File: config.mk
export PLATFORM = sky130hd
export DESIGN_NAME = apx_div
export DESIGN_NICKNAME = d
export VERILOG_FILES = /design/src/rtl/apx_div_pkg.sv /design/src/rtl/apx_lod.sv /design/src/rtl/apx_window.sv /design/src/rtl/apx_core.sv /design/src/rtl/apx_scale.sv /design/src/rtl/apx_div.sv
export SDC_FILE = /design/constraint.sdc
export NUM_CORES = 1
export LEC_CHECK = 0
export BUFFER_PORTS_ARGS = -buffer_cell sky130_fd_sc_hd__buf_2
export CORE_ASPECT_RATIO = 0.5
export CORE_MARGIN = 2
export CORE_UTILIZATION = 45
export CTS_CLUSTER_DIAMETER = 150
export DETAILED_ROUTE_END_ITERATION = 8
export PLACE_DENSITY = 0.67
export RECOVER_POWER = 50
export SYNTH_ARGS = -nofsm -noshare
export SYNTH_HDL_FRONTEND = slang
export SYNTH_HIERARCHICAL = 1
export SYNTH_SLANG_ARGS = --single-unit
File: constraint.sdc
create_clock -name clk -period 20.7 [get_ports clk]
set_input_delay 2.07 -clock clk [delete_from_list [all_inputs] [get_ports clk]]
set_output_delay 2.07 -clock clk [all_outputs]
set_load 0.02 [all_outputs]
File: src/rtl/apx_div_pkg.sv
package apx_div_pkg;

   // Direction of the rescaling step applied to the core quotient.
   typedef enum logic [1:0] {
      SCALE_NONE = 2'd0,
      SCALE_UP   = 2'd1,
      SCALE_DOWN = 2'd2
   } scale_dir_e;

   // Signed width that holds the rescale distance for a dividend of dvd_w bits.
   function automatic int shift_bits(input int dvd_w, input int win_k);
      return $clog2(dvd_w + win_k + 1) + 1;
   endfunction

endpackage

File: src/rtl/apx_lod.sv
module apx_lod #(
   parameter int W  = 16,
   localparam int PW = (W > 1) ? $clog2(W) : 1
) (
   input  logic [W-1:0]  vec,
   output logic [PW-1:0] pos,
   output logic          none
);

   if (W < 2) begin : g_bad_w
      $error("apx_lod: W must be at least 2");
   end

   // The highest set bit wins, because the scan runs upward and overwrites.
   always_comb begin
      pos = '0;
      for (int i = 0; i < W; i++) begin
         if (vec[i]) pos = PW'(i);
      end
   end

   assign none = ~|vec;

endmodule

File: src/rtl/apx_window.sv
module apx_window #(
   parameter int W   = 16,
   parameter int WIN = 6,
   localparam int PW = $clog2(W)
) (
   input  logic [W-1:0]   vec,
   output logic [WIN-1:0] win,
   output logic [PW-1:0]  lead,
   output logic           none,
   output logic           lost
);

   localparam logic [PW-1:0] TOP = PW'(W - 1);

   if (WIN < 1 || WIN >= W) begin : g_bad_win
      $error("apx_window: WIN must be in 1..W-1");
   end

   logic [W-1:0] norm;

   apx_lod #(.W(W)) u_lod (
      .vec  (vec),
      .pos  (lead),
      .none (none)
   );

   // Moving the leading one to the top keeps every set bit, and zero-fills from below.
   assign norm = vec << (TOP - lead);
   assign win  = norm[W-1 -: WIN];
   assign lost = |norm[W-WIN-1:0];

endmodule

File: src/rtl/apx_core.sv
module apx_core #(
   parameter int QW  = 4,
   localparam int DW = 2 * QW
) (
   input  logic [DW-1:0] dvd,
   input  logic [QW-1:0] dvs,
   output logic [DW-1:0] quo
);

   if (QW < 2) begin : g_bad_qw
      $error("apx_core: QW must be at least 2");
   end

   logic [QW-1:0] rem [0:DW];

   assign rem[0] = '0;

   // One restoring step per dividend bit, from the top bit down.
   for (genvar i = 0; i < DW; i++) begin : g_step
      logic [QW:0] trial;
      logic [QW:0] diff;
      logic        ge;
      assign trial = {rem[i], dvd[DW-1-i]};
      assign ge    = (trial >= {1'b0, dvs});
      assign diff  = trial - {1'b0, dvs};
      assign quo[DW-1-i] = ge;
      assign rem[i+1]    = ge ? diff[QW-1:0] : trial[QW-1:0];
   end

endmodule

File: src/rtl/apx_scale.sv
module apx_scale
   import apx_div_pkg::*;
#(
   parameter int CW     = 8,
   parameter int OW     = 16,
   parameter int SHW    = 6,
   parameter bit OR_FIX = 1'b1
) (
   input  logic [CW-1:0]         cq,
   input  logic signed [SHW-1:0] shamt,
   input  logic                  lost,
   output logic [OW-1:0]         q
);

   if (CW > OW) begin : g_bad_cw
      $error("apx_scale: core quotient wider than result");
   end

   scale_dir_e     dir;
   logic [SHW-1:0] mag;
   logic [OW-1:0]  up_raw;
   logic [OW-1:0]  up_fix;
   logic [OW-1:0]  down;
   logic [OW-1:0]  fill;

   always_comb begin
      if (shamt[SHW-1]) begin
         dir = SCALE_DOWN;
         mag = -shamt;
      end else if (shamt == '0) begin
         dir = SCALE_NONE;
         mag = '0;
      end else begin
         dir = SCALE_UP;
         mag = shamt;
      end
   end

   assign up_raw = OW'(cq) << mag;
   assign down   = OW'(cq >> mag);
   assign fill   = (OW'(1) << mag) - OW'(1);

   if (OR_FIX) begin : g_or_fix
      assign up_fix = up_raw | (lost ? fill : '0);
   end else begin : g_plain
      assign up_fix = up_raw;
   end

   always_comb begin
      unique case (dir)
         SCALE_UP:   q = up_fix;
         SCALE_DOWN: q = down;
         default:    q = OW'(cq);
      endcase
   end

endmodule

File: src/rtl/apx_div.sv
module apx_div
   import apx_div_pkg::*;
#(
   parameter int N      = 8,
   parameter int K      = 3,
   parameter bit OR_FIX = 1'b1
) (
   input  logic           clk,
   input  logic           rst_n,
   input  logic           in_valid,
   input  logic [2*N-1:0] dividend,
   input  logic [N-1:0]   divisor,
   output logic           out_valid,
   output logic [2*N-1:0] quotient,
   output logic           div_by_zero
);

   localparam int DW  = 2 * N;
   localparam int WA  = 2 * K;
   localparam int QW  = K + 1;
   localparam int CW  = 2 * QW;
   localparam int SHW = shift_bits(DW, K);
   localparam int PA  = $clog2(DW);
   localparam int PB  = $clog2(N);

   if (K < 2 || K >= N) begin : g_bad_k
      $error("apx_div: K must satisfy 2 <= K < N");
   end

   logic [WA-1:0]         win_a;
   logic [K-1:0]          win_b;
   logic [PA-1:0]         lead_a;
   logic [PB-1:0]         lead_b;
   logic                  zero_a;
   logic                  zero_b;
   logic                  lost_a;
   logic                  lost_b;
   logic [CW-1:0]         core_q;
   logic signed [SHW-1:0] shamt;
   logic [DW-1:0]         scaled;
   logic [DW-1:0]         result;

   apx_window #(.W(DW), .WIN(WA)) u_win_a (
      .vec  (dividend),
      .win  (win_a),
      .lead (lead_a),
      .none (zero_a),
      .lost (lost_a)
   );

   apx_window #(.W(N), .WIN(K)) u_win_b (
      .vec  (divisor),
      .win  (win_b),
      .lead (lead_b),
      .none (zero_b),
      .lost (lost_b)
   );

   // Both windows enter the core with zero headroom above them.
   apx_core #(.QW(QW)) u_core (
      .dvd ({2'b00, win_a}),
      .dvs ({1'b0, win_b}),
      .quo (core_q)
   );

   assign shamt = $signed(SHW'(lead_a)) - $signed(SHW'(lead_b)) - $signed(SHW'(K));

   apx_scale #(.CW(CW), .OW(DW), .SHW(SHW), .OR_FIX(OR_FIX)) u_scale (
      .cq    (core_q),
      .shamt (shamt),
      .lost  (lost_a),
      .q     (scaled)
   );

   always_comb begin
      if (zero_b)      result = '1;
      else if (zero_a) result = '0;
      else             result = scaled;
   end

   always_ff @(posedge clk) begin
      if (!rst_n) begin
         out_valid   <= 1'b0;
         quotient    <= '0;
         div_by_zero <= 1'b0;
      end else begin
         out_valid <= in_valid;
         if (in_valid) begin
            quotient    <= result;
            div_by_zero <= zero_b;
         end
      end
   end

   logic unused_lost_b;
   assign unused_lost_b = lost_b;

endmodule

Yosys cells after proc, flatten, opt, wreduce, memory -nomap -nowiden
Index checks and enable logic that the tools add are counted.
{ "op_classes": {"mux": 37, "shift": 5, "add_sub_neg": 13, "n_bitwise": 1, "n_eq_ne": 2, "magnitude_cmp": 8, "reduce_logical": 5} }
{ "op_table": {"columns": ["cell", "count"], "rows": [
  ["$mux 4", 21],
  ["$mux 16", 3],
  ["$ge 5x3->1", 7],
  ["$pmux 16 s2", 1],
  ["$sub 4x3->4", 6],
  ["$mux 3", 6],
  ["$or 16x16->16", 1],
  ["$reduce_or 16->1", 1],
  ["$shl 1x6->16 const A", 1],
  ["$shl 16x4->16", 1],
  ["$shl 8x6->16", 1],
  ["$shr 8x6->16", 1],
  ["$sub 16x2->16 const B", 1],
  ["$reduce_or 10->1", 1],
  ["$reduce_or 8->1", 1],
  ["$shl 8x3->8", 1],
  ["$logic_not 6->1", 1],
  ["$mux 6", 1],
  ["$neg 6->6", 1],
  ["$sub 5x3->6 const B", 1],
  ["$mux 5", 1],
  ["$sub 4x3->5", 1],
  ["$sub 1x3->4 const A", 1],
  ["$sub 4x4->4 const A", 1],
  ["other kinds (7)", 9]
]} }
{ "word_totals": {"input_bits": 27, "word_cells": 74, "output_inout_bits": 18, "ff_bits": 18} }

Longest topological paths before layout
Gate-level depths: netlist of run 1.
{ "logic_depth": {"depth_word": 33, "depth_mapped": 77} }

By module
The synthesis of run 1 kept the hierarchy.
{ "modules_own_cells": {"columns": ["mod", "area_per_inst_um2", "n_inst", "cells_each"], "rows": [
  ["apx_core", 1637.8, 1, 207],
  ["apx_scale", 1456.4, 1, 235],
  ["apx_div", 918.4, 1, 113],
  ["apx_window (u_win_a)", 639.4, 1, 60],
  ["apx_window (u_win_b)", 240.2, 1, 24],
  ["apx_lod (u_win_a.u_lod)", 161.4, 1, 29],
  ["apx_lod (u_win_b.u_lod)", 67.6, 1, 11]
]} }

Worst setup path after synthesis of run 1
Ideal clock, no wire load.
{ "synth_timing": {"path_type": "input-to-reg", "start": "input divisor[4]", "end": "register quotient[6]", "stages": 70, "arrival_ns": 14.337, "setup_slack_ns": 6.247, "n_path_buf": 4, "t_required_ns": 20.584, "cell_sequence": "o31ai_1 > buf_6 > mux2_4 > mux4_2 > inv_1 > ha_1 > clkbuf_4 > inv_1 > nand2_1 > a31o_2 > inv_1 > ha_1 > nor3b_1 > nor3_1 > nor4b_4 > nor2_1 > a21oi_1 > inv_1 > [... 34 more ...] > a21o_1 > a21o_2 > or2_1 > buf_6 > a21oi_1 > ha_1 > a21o_1 > a21o_1 > a21oi_1 > o211ai_1 > buf_4 > mux2_4 > a221oi_2 > a311oi_1 > a32oi_1 > nand3_1 > a21oi_1 > nor2_1"} }
{ "synth_via": {"elab_chain_cells": 26, "elab_cells_between_ends": 48} }
{ "synth_lines": {"columns": ["item", "line", "source"], "rows": [
  ["start: declaration", "apx_div.sv:12", "input logic [N-1:0] divisor,"],
  ["$mux 3 (4 in a row)", "apx_lod.sv:18", "if (vec[i]) pos = PW'(i);"],
  ["$sub 3x3->3", "apx_window.sv:28", "assign norm = vec << (TOP - lead);"],
  ["$shl 8x3->8 *", "apx_window.sv:28", null],
  ["via win_b[1]", "apx_div.sv:31", "logic [K-1:0] win_b;"],
  ["$sub 1x3->4 / $ge 1x3->1 (equally long branches)", "apx_core.sv:25, apx_core.sv:24", null],
  ["$mux 4", "apx_core.sv:27", "assign rem[i+1] = ge ? diff[QW-1:0] : trial[QW-1:0];"],
  ["$sub 4x3->4 / $ge 5x3->1 (equally long branches)", "apx_core.sv:25, apx_core.sv:24", null],
  ["$mux 4", "apx_core.sv:27", null],
  ["[... 1 more ...]", null, null],
  ["via u_core.g_step[2].ge", "apx_core.sv:22", "logic ge;"],
  ["[... 4 more ...]", null, null],
  ["via u_core.g_step[4].ge", "apx_core.sv:22", null],
  ["[... 2 more ...]", null, null],
  ["via u_core.g_step[5].ge", "apx_core.sv:22", null],
  ["[... 2 more ...]", null, null],
  ["via u_core.g_step[6].ge", "apx_core.sv:22", null],
  ["[... 1 more ...]", null, null],
  ["$ge 5x3->1 *", "apx_core.sv:24", "assign ge = (trial >= {1'b0, dvs});"],
  ["via u_core.g_step[7].ge", "apx_core.sv:22", null],
  ["$shl 8x6->16", "apx_scale.sv:39", "assign up_raw = OW'(cq) << mag;"],
  ["$or 16x16->16", "apx_scale.sv:44", "assign up_fix = up_raw | (lost ? fill : '0);"],
  ["$pmux 16 s2 *", "apx_scale.sv:50", "unique case (dir)"],
  ["via scaled[6]", "apx_div.sv:40", "logic [DW-1:0] scaled;"],
  ["$mux 16 *", "apx_div.sv:77", "else if (zero_a) result = '0;"],
  ["$mux 16 *", "apx_div.sv:76", "if (zero_b) result = '1;"],
  ["end signal: assignment", "apx_div.sv:89", "quotient <= result;"],
  ["end: declaration", "apx_div.sv:14", "output logic [2*N-1:0] quotient,"]
]} }
Mark *: on every way through the listed nets, which the timed path passes. The rest lies on a longest branch.
A chain may end at the register's enable or synchronous reset.

Worst setup path after layout of run 1
{ "layout_timing": {"start": "input divisor[2]", "end": "register quotient[15]"} }
{ "layout_via": {"elab_chain_cells": 28, "elab_cells_between_ends": 50} }
{ "layout_lines": {"columns": ["item", "line", "source"], "rows": [
  ["$mux 3 * (6 in a row)", "apx_lod.sv:18", null],
  ["via lead_b[1]", "apx_div.sv:33", "logic [PB-1:0] lead_b;"],
  ["$sub 3x3->3 *", "apx_window.sv:28", null],
  ["$shl 8x3->8 *", "apx_window.sv:28", null],
  ["via win_b[1]", "apx_div.sv:31", null],
  ["$sub 1x3->4 / $ge 1x3->1 (equally long branches)", "apx_core.sv:25, apx_core.sv:24", null],
  ["$mux 4", "apx_core.sv:27", null],
  ["$sub 4x3->4 / $ge 5x3->1 (equally long branches)", "apx_core.sv:25, apx_core.sv:24", null],
  ["[... 2 more ...]", null, null],
  ["via core_q[5]", "apx_div.sv:38", "logic [CW-1:0] core_q;"],
  ["[... 4 more ...]", null, null],
  ["via core_q[3]", "apx_div.sv:38", null],
  ["[... 2 more ...]", null, null],
  ["via core_q[2]", "apx_div.sv:38", null],
  ["[... 2 more ...]", null, null],
  ["via core_q[1]", "apx_div.sv:38", null],
  ["[... 1 more ...]", null, null],
  ["$ge 5x3->1 *", "apx_core.sv:24", null],
  ["via core_q[0]", "apx_div.sv:38", null],
  ["$shl 8x6->16", "apx_scale.sv:39", null],
  ["$or 16x16->16", "apx_scale.sv:44", null],
  ["$pmux 16 s2 *", "apx_scale.sv:50", null],
  ["via scaled[15]", "apx_div.sv:40", null],
  ["$mux 16 *", "apx_div.sv:77", null],
  ["$mux 16 *", "apx_div.sv:76", null]
]} }
Marks and branches as above.

==> metrics.md, run 1 <==
| Metric | Value |
|---|---|
| Most frequent cells in the layout | 57 x a21oi_1, 57 x nor2_1, 50 x nand2_1 |
| PostCTS Resize Cnt | 0 |
| Crit path launch type | input pin |
| Synthesized area | ~5100 um2 |
| Worst path required time | 20.84 ns |
| Clock Latency Late Sink | 0.24 ns |
| Cts bufs inserted | 3 |
| Deepest clock path buffer count | 2 |
| Mapped Cells | ~670 |
| RD Place Congestion | 0.9798 |
| Cell Rows | 27 |
| Final setup fails | 0 |
| Largest net degree at the start of global routing | 25 |
| Core Region | 10,980 um2 |
| Post-route antenna net violation count | 0 |
| Htree depth | 1 |
| Worst Setup End Kind | flip-flop |
| Die H | roughly 79 um |
| Tot GR Track Use | 0.2365 |
| P&R area growth vs syn | 4.795% |
| Vias | 5,311 |
| CTS Root Cell | clkbuf_16 |
| Routed vias/inst | between 6 and 7 |
| Hold Crit Class | flip-flop to flip-flop |
| Final min period | approximately 17 ns |
| F_max | about 59 MHz |
| Clk pin slew, worst setup/hold paths | 0.05 ns |
| Nets@finish | 755 |
| Worst Tran Pin Value | 1.204 ns |
| Mean Syn Cell Area | ~7.5 um2 |
| Antenna fix cells | 0 |
| RSZ-0062 raised after global routing | no |
| Crit-path slowest cell | o31ai_1 |
| Routed WL per cell | between 15 and 20 um |
| Critical path arrival | between 15 and 20 ns |
| Slowest stage delay, CP | approximately 0.95 ns |
| GRT overflow | 0 |
| Outcome | complete, no violations |
| Slew margin rel. | 0.1906 |
| Slew Limit Fails | 0 |
| Vias in the first global route | about 5,000 |
| Global-route wire length before repair | about 24 mm |
| Drt drc | 0 |
| Initial core utilization | 0.4611 |
| Hold_buf cts | 0 |
| CTS tree | done |
| Die area | between 10,000 and 15,000 um2 |
| Port Buffers | 44 |
| I/O pin count | between 40 and 50 |
| Fin. Hold Viols | 0 |
| Setup TNS | 0 ns |
| Clock sinks | 18 |
| Total wire length | between 10 and 15 mm |
| Critical path fanouts, max | 15 |
| Clk_skew | 0 ns |
| Top sig layer | met4 |
| Layout cell share with drive strength beyond 1 | 0.1343 |
| Drt initial violations | between 600 and 700 |
| Warnings from Yosys | 6 |
| WL met1 | 6.612 mm |
| Crit Path Class | input pin to flip-flop |
| Met3 WL | ~970 um |
| Die Width | 154.0 um |
| Post-DP HPWL | 10.87 mm |
| Initial antenna violation count | 0 |
| Post-CTS setup buffers | 0 |
| 1st-pass router iterations | 5 |
| Final worst-path cycle share | 0.8167 |
| Max-cap viol count | 0 |
| Metal2 WL | approximately 6.3 mm |
## per-stage QoR
step | hold WS, ns | worst slack [ns] | utilization | cell area [um2] | cells
final | 0.4938 | 3.795 | 0.4832 | 5305 | 830
after global routing | 0.5298 | 2.341 | 0.4832 | 5305 | 830
after CTS | 0.4968 | 3.953 | 0.4852 | 5328 | 830
after detailed placement | 0.4763 | 3.743 | 0.4772 | 5239 | 826
after global placement | 0.4740 | 4.334 | 0.4772 | 5239 | 826
after floorplan | 0.5893 | 6.267 | - | 5081 | 676
## final cells by class
class                           instances  area (um2)
Fill cell                            1086        5674
Multi-Input combinational cell        563        4243
Sequential cell                        18       360.3
Timing Repair Buffer                   49       235.2
Inverter                               51       196.4
Tap cell                              145       181.4
Clock buffer                            4       88.84
## worst paths after layout
path	start	endpoint	slack [ns]	depth (start not counted)
hold / removal	quotient[3]$_SDFFE_PN0P_	quotient[3]$_SDFFE_PN0P_	0.49	2
setup reg to reg	quotient[14]$_SDFFE_PN0P_	quotient[14]$_SDFFE_PN0P_	20.07	2
hold reg to reg	quotient[3]$_SDFFE_PN0P_	quotient[3]$_SDFFE_PN0P_	0.49	2
setup / recovery	divisor[2]	quotient[15]$_SDFFE_PN0P_	3.80	68
## state kept, by name, indices dropped and copies added (netlist names)
register     count
div_by_zero      1
out_valid        1
quotient        16
## critical path, delay by kind of cell
kind / cells / cell delay, ns
muxes: 2 / 1.10
and+or+nand+nor: 14 / 1.94
AOI/OAI and AO/OA: 33 / 8.23
adders and majority gates: 8 / 2.26
buffers and inverters: 11 / 1.43
## metal layers
metal | up-vias | global-route usage
met4 | 0 | 0.07009
met2 | 272 | 0.3978
met5 | - | 0
met3 | 50 | 0.02183
met1 | 2441 | 0.3251
li1 | 2548 | -
Power of run 1 is left out: the tool's default activity adds up to more than one toggle a clock period on the data nets, which glitch-free logic cannot reach.
==> run 2: changes to the inputs <==
Settings changed: ABC_AREA set to 1, PLACE_DENSITY 0.67 to 0.69.
Clock period 20.7 ns to 13.9 ns, I/O delays scaled along.
==> run 2 against run 1 <==
Effect of this change: non-clock buffer count down 2; synthesized cell count up 39%; hold slack worse by 0.0030 ns; clock skew unchanged; worst setup slack worse by 2.6 ns; synthesized area up 4.2%; register-to-register slack worse by 6.9 ns; clock-buffer cell count unchanged; critical path type unchanged; critical endpoint unchanged.
==> metrics.md, run 2 <==
| Metric | Value |
|---|---|
| Outcome | complete, no violations |
| CTS Root Cell | clkbuf_16 |
| Slew margin rel. | 0.2481 (+0.05749) |
| Largest Register | quotient |
| CP most frequent cell | nand2_1 |
| Fin. Hold Viols | 0 (unchanged) |
| Initial antenna violation count | 0 (unchanged) |
| Port Buffers | 44 (unchanged) |
| Worst Tran Pin Value | 1.124 ns (-0.08010 ns) |
| Critical path arrival | 12.90 ns (-4.14 ns) |
| Drt initial violations | 622 (-8.7%) |
| Final worst-path cycle share | 0.9153 |
| Filler cells | 1,224 (+13%) |
| Slowest stage delay, CP | 0.35 ns (-0.60 ns) |
| Antenna fix cells | 0 (unchanged) |
| Metal2 WL | 6.412 mm (+1.7%) |
| Final min period | 12.72 ns |
| Drt drc | 0 (unchanged) |
| Mean Syn Cell Area | 5.642 um2 (-25%) |
| Clk pin slew, worst setup/hold paths | 0.05 ns (about the same) |
| Crit-path slowest cell | nor3_2 |
| F_max | a little under 80 MHz |
| Most frequent cells in the layout | 278 x nand2_1, 115 x inv_1, 108 x nand3_1 |
| Commonest non-fill, non-tap cell in the layout | nand2_1 |
| Nets@finish | 1,027 (+36%) |
| Clk_skew | 0 ns (unchanged) |
| Setup Slack @ Placement | 0.3571 ns (-3.386 ns) |
| Post-DP HPWL | 11.42 mm (+5.1%) |
| Largest net degree at the start of global routing | 23 (-8.0%) |
| Top sig layer | met4 |
| Cts bufs inserted | 3 (unchanged) |
| 1st-pass router iterations | 6 (+1) |
| Total wire length | 14.53 mm (+2.2%) |
| Hold_buf cts | 0 (unchanged) |
| Global-route wire length before repair | 24.61 mm (+0.62%) |
| Core Region | 11,220 um2 (+2.2%) |
| Clock Latency Late Sink | 0.25 ns (about the same) |
| Routed vias/inst | 5.335 (-17%) |
| Routed WL per cell | 13.02 um (-24%) |
| Synthesized area | 5275 um2 (+4.2%) |
| RD Place Congestion | 0.9297 (-5.1%) |
| Met3 WL | 744 um (-23%) |
| I/O pin count | 45 (unchanged) |
| Initial core utilization | 0.4703 (+0.009243) |
| Crit Path Class | input pin to flip-flop |
| Setup TNS | 0 ns (unchanged) |
| GRT overflow | 0 (unchanged) |
| Warnings from Yosys | 6 (unchanged) |
| Die Width | 157.1 um (+2.0%) |
| Max-cap viol count | 0 (unchanged) |
| Cell Rows | 27 (unchanged) |
| R2R Setup Slk | 13.22 ns (-6.85 ns) |
| P&R area growth vs syn | 5.503% |
| CTS tree | done |
| Final setup fails | 0 (unchanged) |
| Tot GR Track Use | 0.2331 (-0.003353) |
| Deepest clock path buffer count | 2 (unchanged) |
| Crit path launch type | input pin |
| Largest regs | quotient (16), div_by_zero (1), out_valid (1) |
| Tightest hold margin | 0.4908 ns (-0.003004 ns) |
| Layout cell share with drive strength beyond 1 | 0.1306 (-0.003690) |
| Vias in the first global route | 5,331 (+6.6%) |
| Worst path required time | 14.08 ns (-6.76 ns) |
| Fin area | 5565 um2 (+4.9%) |
| Vias | 5,954 (+12%) |
| Htree depth | 1 (unchanged) |
| Slew Limit Fails | 0 (unchanged) |
| Die area | 12,660 um2 (+4.0%) |
| Post-DP Area | 5473 um2 (+4.5%) |
| WL met1 | 7.240 mm (+9.5%) |
| Clock sinks | 18 (unchanged) |
| Max reg flops | 16 (unchanged) |
| Die H | 80.56 um (+2.0%) |
| Critical path fanouts, max | 12 (-3) |
| Hold Crit Class | flip-flop to flip-flop |
| Worst Setup End Kind | flip-flop |
| Mapped Cells | 935 (+39%) |
| Final setup margin | 1.177 ns (-2.618 ns) |
| Post-route antenna net violation count | 0 (unchanged) |
run 2: final timing paths:
kind                       startpoint                   endpoint  cells after the start
max reg2reg  quotient[1]$_SDFFE_PN0P_   quotient[1]$_SDFFE_PN0P_                      2
min          div_by_zero$_SDFFE_PN0P_   div_by_zero$_SDFFE_PN0P_                      2
min reg2reg  div_by_zero$_SDFFE_PN0P_   div_by_zero$_SDFFE_PN0P_                      2
max                        divisor[2]  quotient[15]$_SDFFE_PN0P_                     90
run 2: repair_timing:
| action | CTS | global route |
|---|---|---|
| gates resized for setup | 0 | 9 |
| hold endpoints to repair | 0 | 0 |
| endpoints found under the setup margin | 0 | 16 |
| buffers inserted | 0 | 0 |
run 2: metal layers:
metal,vias to the layer above,track usage
met1,2673,0.3308
met5,-,0
li1,3071,-
met3,16,0.01511
met2,194,0.3978
met4,0,0.03091
run 2: through the flow:
stage / util / cells
detailed placement: 0.4880 / 1112
CTS: 0.4959 / 1116
global route: 0.4962 / 1116
finish: 0.4962 / 1116
floorplan: - / 940
global placement: 0.4880 / 1112
run 2: critical path: cells and delay by family:
family,cells,cell delay [ns]
adder cells (fa/ha/maj),9,2.30
AO/OA/AOI/OAI,20,2.67
buffers and inverters,16,1.47
AND/OR/NAND/NOR,45,5.08
run 2: final cells by class:
class	count	area, um2	share of cell area
multi-input combinational	751	4173	0.7498
inverter	137	524.3	0.09420
sequential	18	360.3	0.06475
timing repair buffer	47	220.2	0.03957
tap	159	198.9	0.03575
clock buffer	4	88.84	0.01596
Power of run 2 is left out for the same reason.
==> run 3: changes to the inputs <==
Settings changed: PLACE_DENSITY 0.69 to not set, PLACE_DENSITY_LB_ADDON set to 0.3.
==> run 3 against run 2 <==
Effect of this change: critical path depth down 2; core utilization is 0.74 points higher; clock-buffer cell count is the same; sequential share of layout area fell by 0.095 points; design area grew 1.5%; register-to-register slack about the same; global-route usage shrank 0.47 points; non-clock buffer count up 7; cell count rose by 0.63%; worst setup slack worse by 0.033 ns; largest cell class unchanged; highest routed layer unchanged.
==> metrics.md, run 3 (same netlist as run 2, synthesis figures left out) <==
| Metric | Value |
|---|---|
| Outcome | complete, no violations |
| Commonest non-fill, non-tap cell in the layout | nand2_1 |
| Cell Rows | 27 (unchanged) |
| Clk_skew | 0 ns (unchanged) |
| Area occupied by multi-input gates | 4203 um2 (+0.72%) |
| Reg2reg start | quotient[5]$_SDFFE_PN0P_ |
| F_max | 78.39 MHz (-0.26%) |
| Final worst-path cycle share | 0.9177 (+0.002380) |
| CP most frequent cell | nand2_1 |
| P&R area growth vs syn | 7.068% |
| I/O pin count | 45 (unchanged) |
| Critical path arrival | 12.94 ns (+0.04 ns) |
| Slowest stage delay, CP | 0.34 ns (about the same) |
| Hold Startpoint | div_by_zero$_SDFFE_PN0P_ |
| Worst path required time | 14.08 ns (about the same) |
| Crit-path slowest cell | ha_1 |
| Clock Latency Late Sink | 0.25 ns (about the same) |
| Hold_buf cts | 0 (unchanged) |
| Die H | 80.56 um (unchanged) |
| Worst r2r path cells | 2 (unchanged) |
| Fin. Hold Viols | 0 (unchanged) |
| Vias | 5,958 (+0.067%) |
| Tot GR Track Use | 0.2284 (-0.004697) |
| Final min period | 12.76 ns (+0.03308 ns) |
| Worst Hold Path EP | div_by_zero$_SDFFE_PN0P_ |
| Crit Path Class | input pin to flip-flop |
| Global-route wire length before repair | 24.11 mm (-2.0%) |
| Core Region | 11,220 um2 (unchanged) |
| Deepest clock path buffer count | 2 (unchanged) |
| CTS Root Cell | clkbuf_16 |
| Cts bufs inserted | 3 (unchanged) |
| Post-DP HPWL | 11.38 mm (-0.41%) |
| Worst Tran Pin Value | 1.124 ns (+0.0006668 ns) |
| Port Buffers | 44 (unchanged) |
| Antenna fix cells | 0 (unchanged) |
| Die area | 12,660 um2 (unchanged) |
| Slew margin rel. | 0.2477 (-0.0004460) |
| Post-route antenna net violation count | 0 (unchanged) |
| Routed WL per cell | 12.70 um (-2.4%) |
| Most frequent cells in the layout | 278 x nand2_1, 115 x inv_1, 107 x nand3_1 |
| Initial core utilization | 0.4703 (unchanged) |
| Die Width | 157.1 um (unchanged) |
| Max reg flops | 16 (unchanged) |
| Total wire length | 14.27 mm (-1.8%) |
| Clk pin slew, worst setup/hold paths | 0.05 ns (about the same) |
| Initial antenna violation count | 0 (unchanged) |
| RD Place Congestion | 0.9503 (+2.2%) |
| Hold Crit Depth | 2 (unchanged) |
| Drt drc | 0 (unchanged) |
| GRT overflow | 0 (unchanged) |
| Layout cell share with drive strength beyond 1 | 0.1411 (+0.01046) |
| Largest Register | quotient |
| Routed vias/inst | 5.305 (-0.56%) |
| Critical path fanouts, max | 12 (unchanged) |
| Worst Setup End Kind | flip-flop |
| Final setup fails | 0 (unchanged) |
| Setup TNS | 0 ns (unchanged) |
| 1st-pass router iterations | 5 (-1) |
| Largest regs | quotient (16), div_by_zero (1), out_valid (1) |
| CTS tree | done |
| Nets@finish | 1,034 (+0.68%) |
| Filler cells | 1,181 (-3.5%) |
| Max-cap viol count | 0 (unchanged) |
| Reg2reg end | quotient[5]$_SDFFE_PN0P_ |
| Slew Limit Fails | 0 (unchanged) |
| Clock sinks | 18 (unchanged) |
| Hold Crit Class | flip-flop to flip-flop |
| Vias in the first global route | 5,307 (-0.45%) |
| RSZ-0062 raised after global routing | no |
| Drt initial violations | 496 (-20%) |
| Largest net degree at the start of global routing | 23 (unchanged) |
| R2R Setup Slk | 13.21 ns (about the same) |
| Crit path launch type | input pin |
| Htree depth | 1 (unchanged) |
| Sequential cell area | 360.3 um2 (unchanged) |
[run 3: worst max path at each step]
stage                     from                         to  slack [ns]
global placement    divisor[2]  quotient[15]$_SDFFE_PN0P_        0.85
detailed placement  divisor[2]  quotient[15]$_SDFFE_PN0P_        0.17
floorplan           divisor[2]  quotient[15]$_SDFFE_PN0P_        1.60
global route        divisor[2]  quotient[10]$_SDFFE_PN0P_       0.003
CTS                 divisor[2]  quotient[15]$_SDFFE_PN0P_        0.38
finish              divisor[2]  quotient[15]$_SDFFE_PN0P_        1.14
[run 3: layout make-up]
class | count | share of cell area
multi-input combinational | 751 | 0.7441
timing repair buffer | 54 | 0.04829
clock buffer | 4 | 0.01573
sequential | 18 | 0.06380
tap | 159 | 0.03522
inverter | 137 | 0.09282
[run 3: repair_timing]
item | CTS | global route
gates resized for setup | 0 | 15
endpoints found under the setup margin | 0 | 16
buffers inserted | 0 | 7
[run 3: per-layer routing]
layer / share of wire / wire (um) / GRT usage / up-vias
li1: - / - / - / 3087
met1: 0.49 / 7057 / 0.3208 / 2653
met2: 0.44 / 6224 / 0.3838 / 193
met3: 0.055 / 786 / 0.01997 / 25
met4: 0.014 / 199 / 0.04364 / 0
met5: 0 / 0 / 0 / -
[run 3: worst max-delay path: cells and delay by family]
kind,cells,cell delay [ns]
adders and majority gates,9,2.49
and+or+nand+nor,48,5.33
buffers and inverters,13,1.16
AOI/OAI and AO/OA,18,2.56
[run 3: stage by stage]
| step | instance area [um2] | setup slack, ns | util | cells | hold WS (ns) |
|---|---|---|---|---|---|
| final | 5648 | 1.144 | 0.5036 | 1123 | 0.4994 |
| after global routing | 5648 | 0.002863 | 0.5036 | 1123 | 0.5307 |
| after CTS | 5562 | 0.3811 | 0.4959 | 1116 | 0.4942 |
| after detailed placement | 5473 | 0.1702 | 0.4880 | 1112 | 0.4809 |
| after global placement | 5473 | 0.8491 | 0.4880 | 1112 | 0.4723 |
| after floorplan | 5294 | 1.602 | - | 940 | 0.5724 |
Power of run 3 is left out for the same reason.
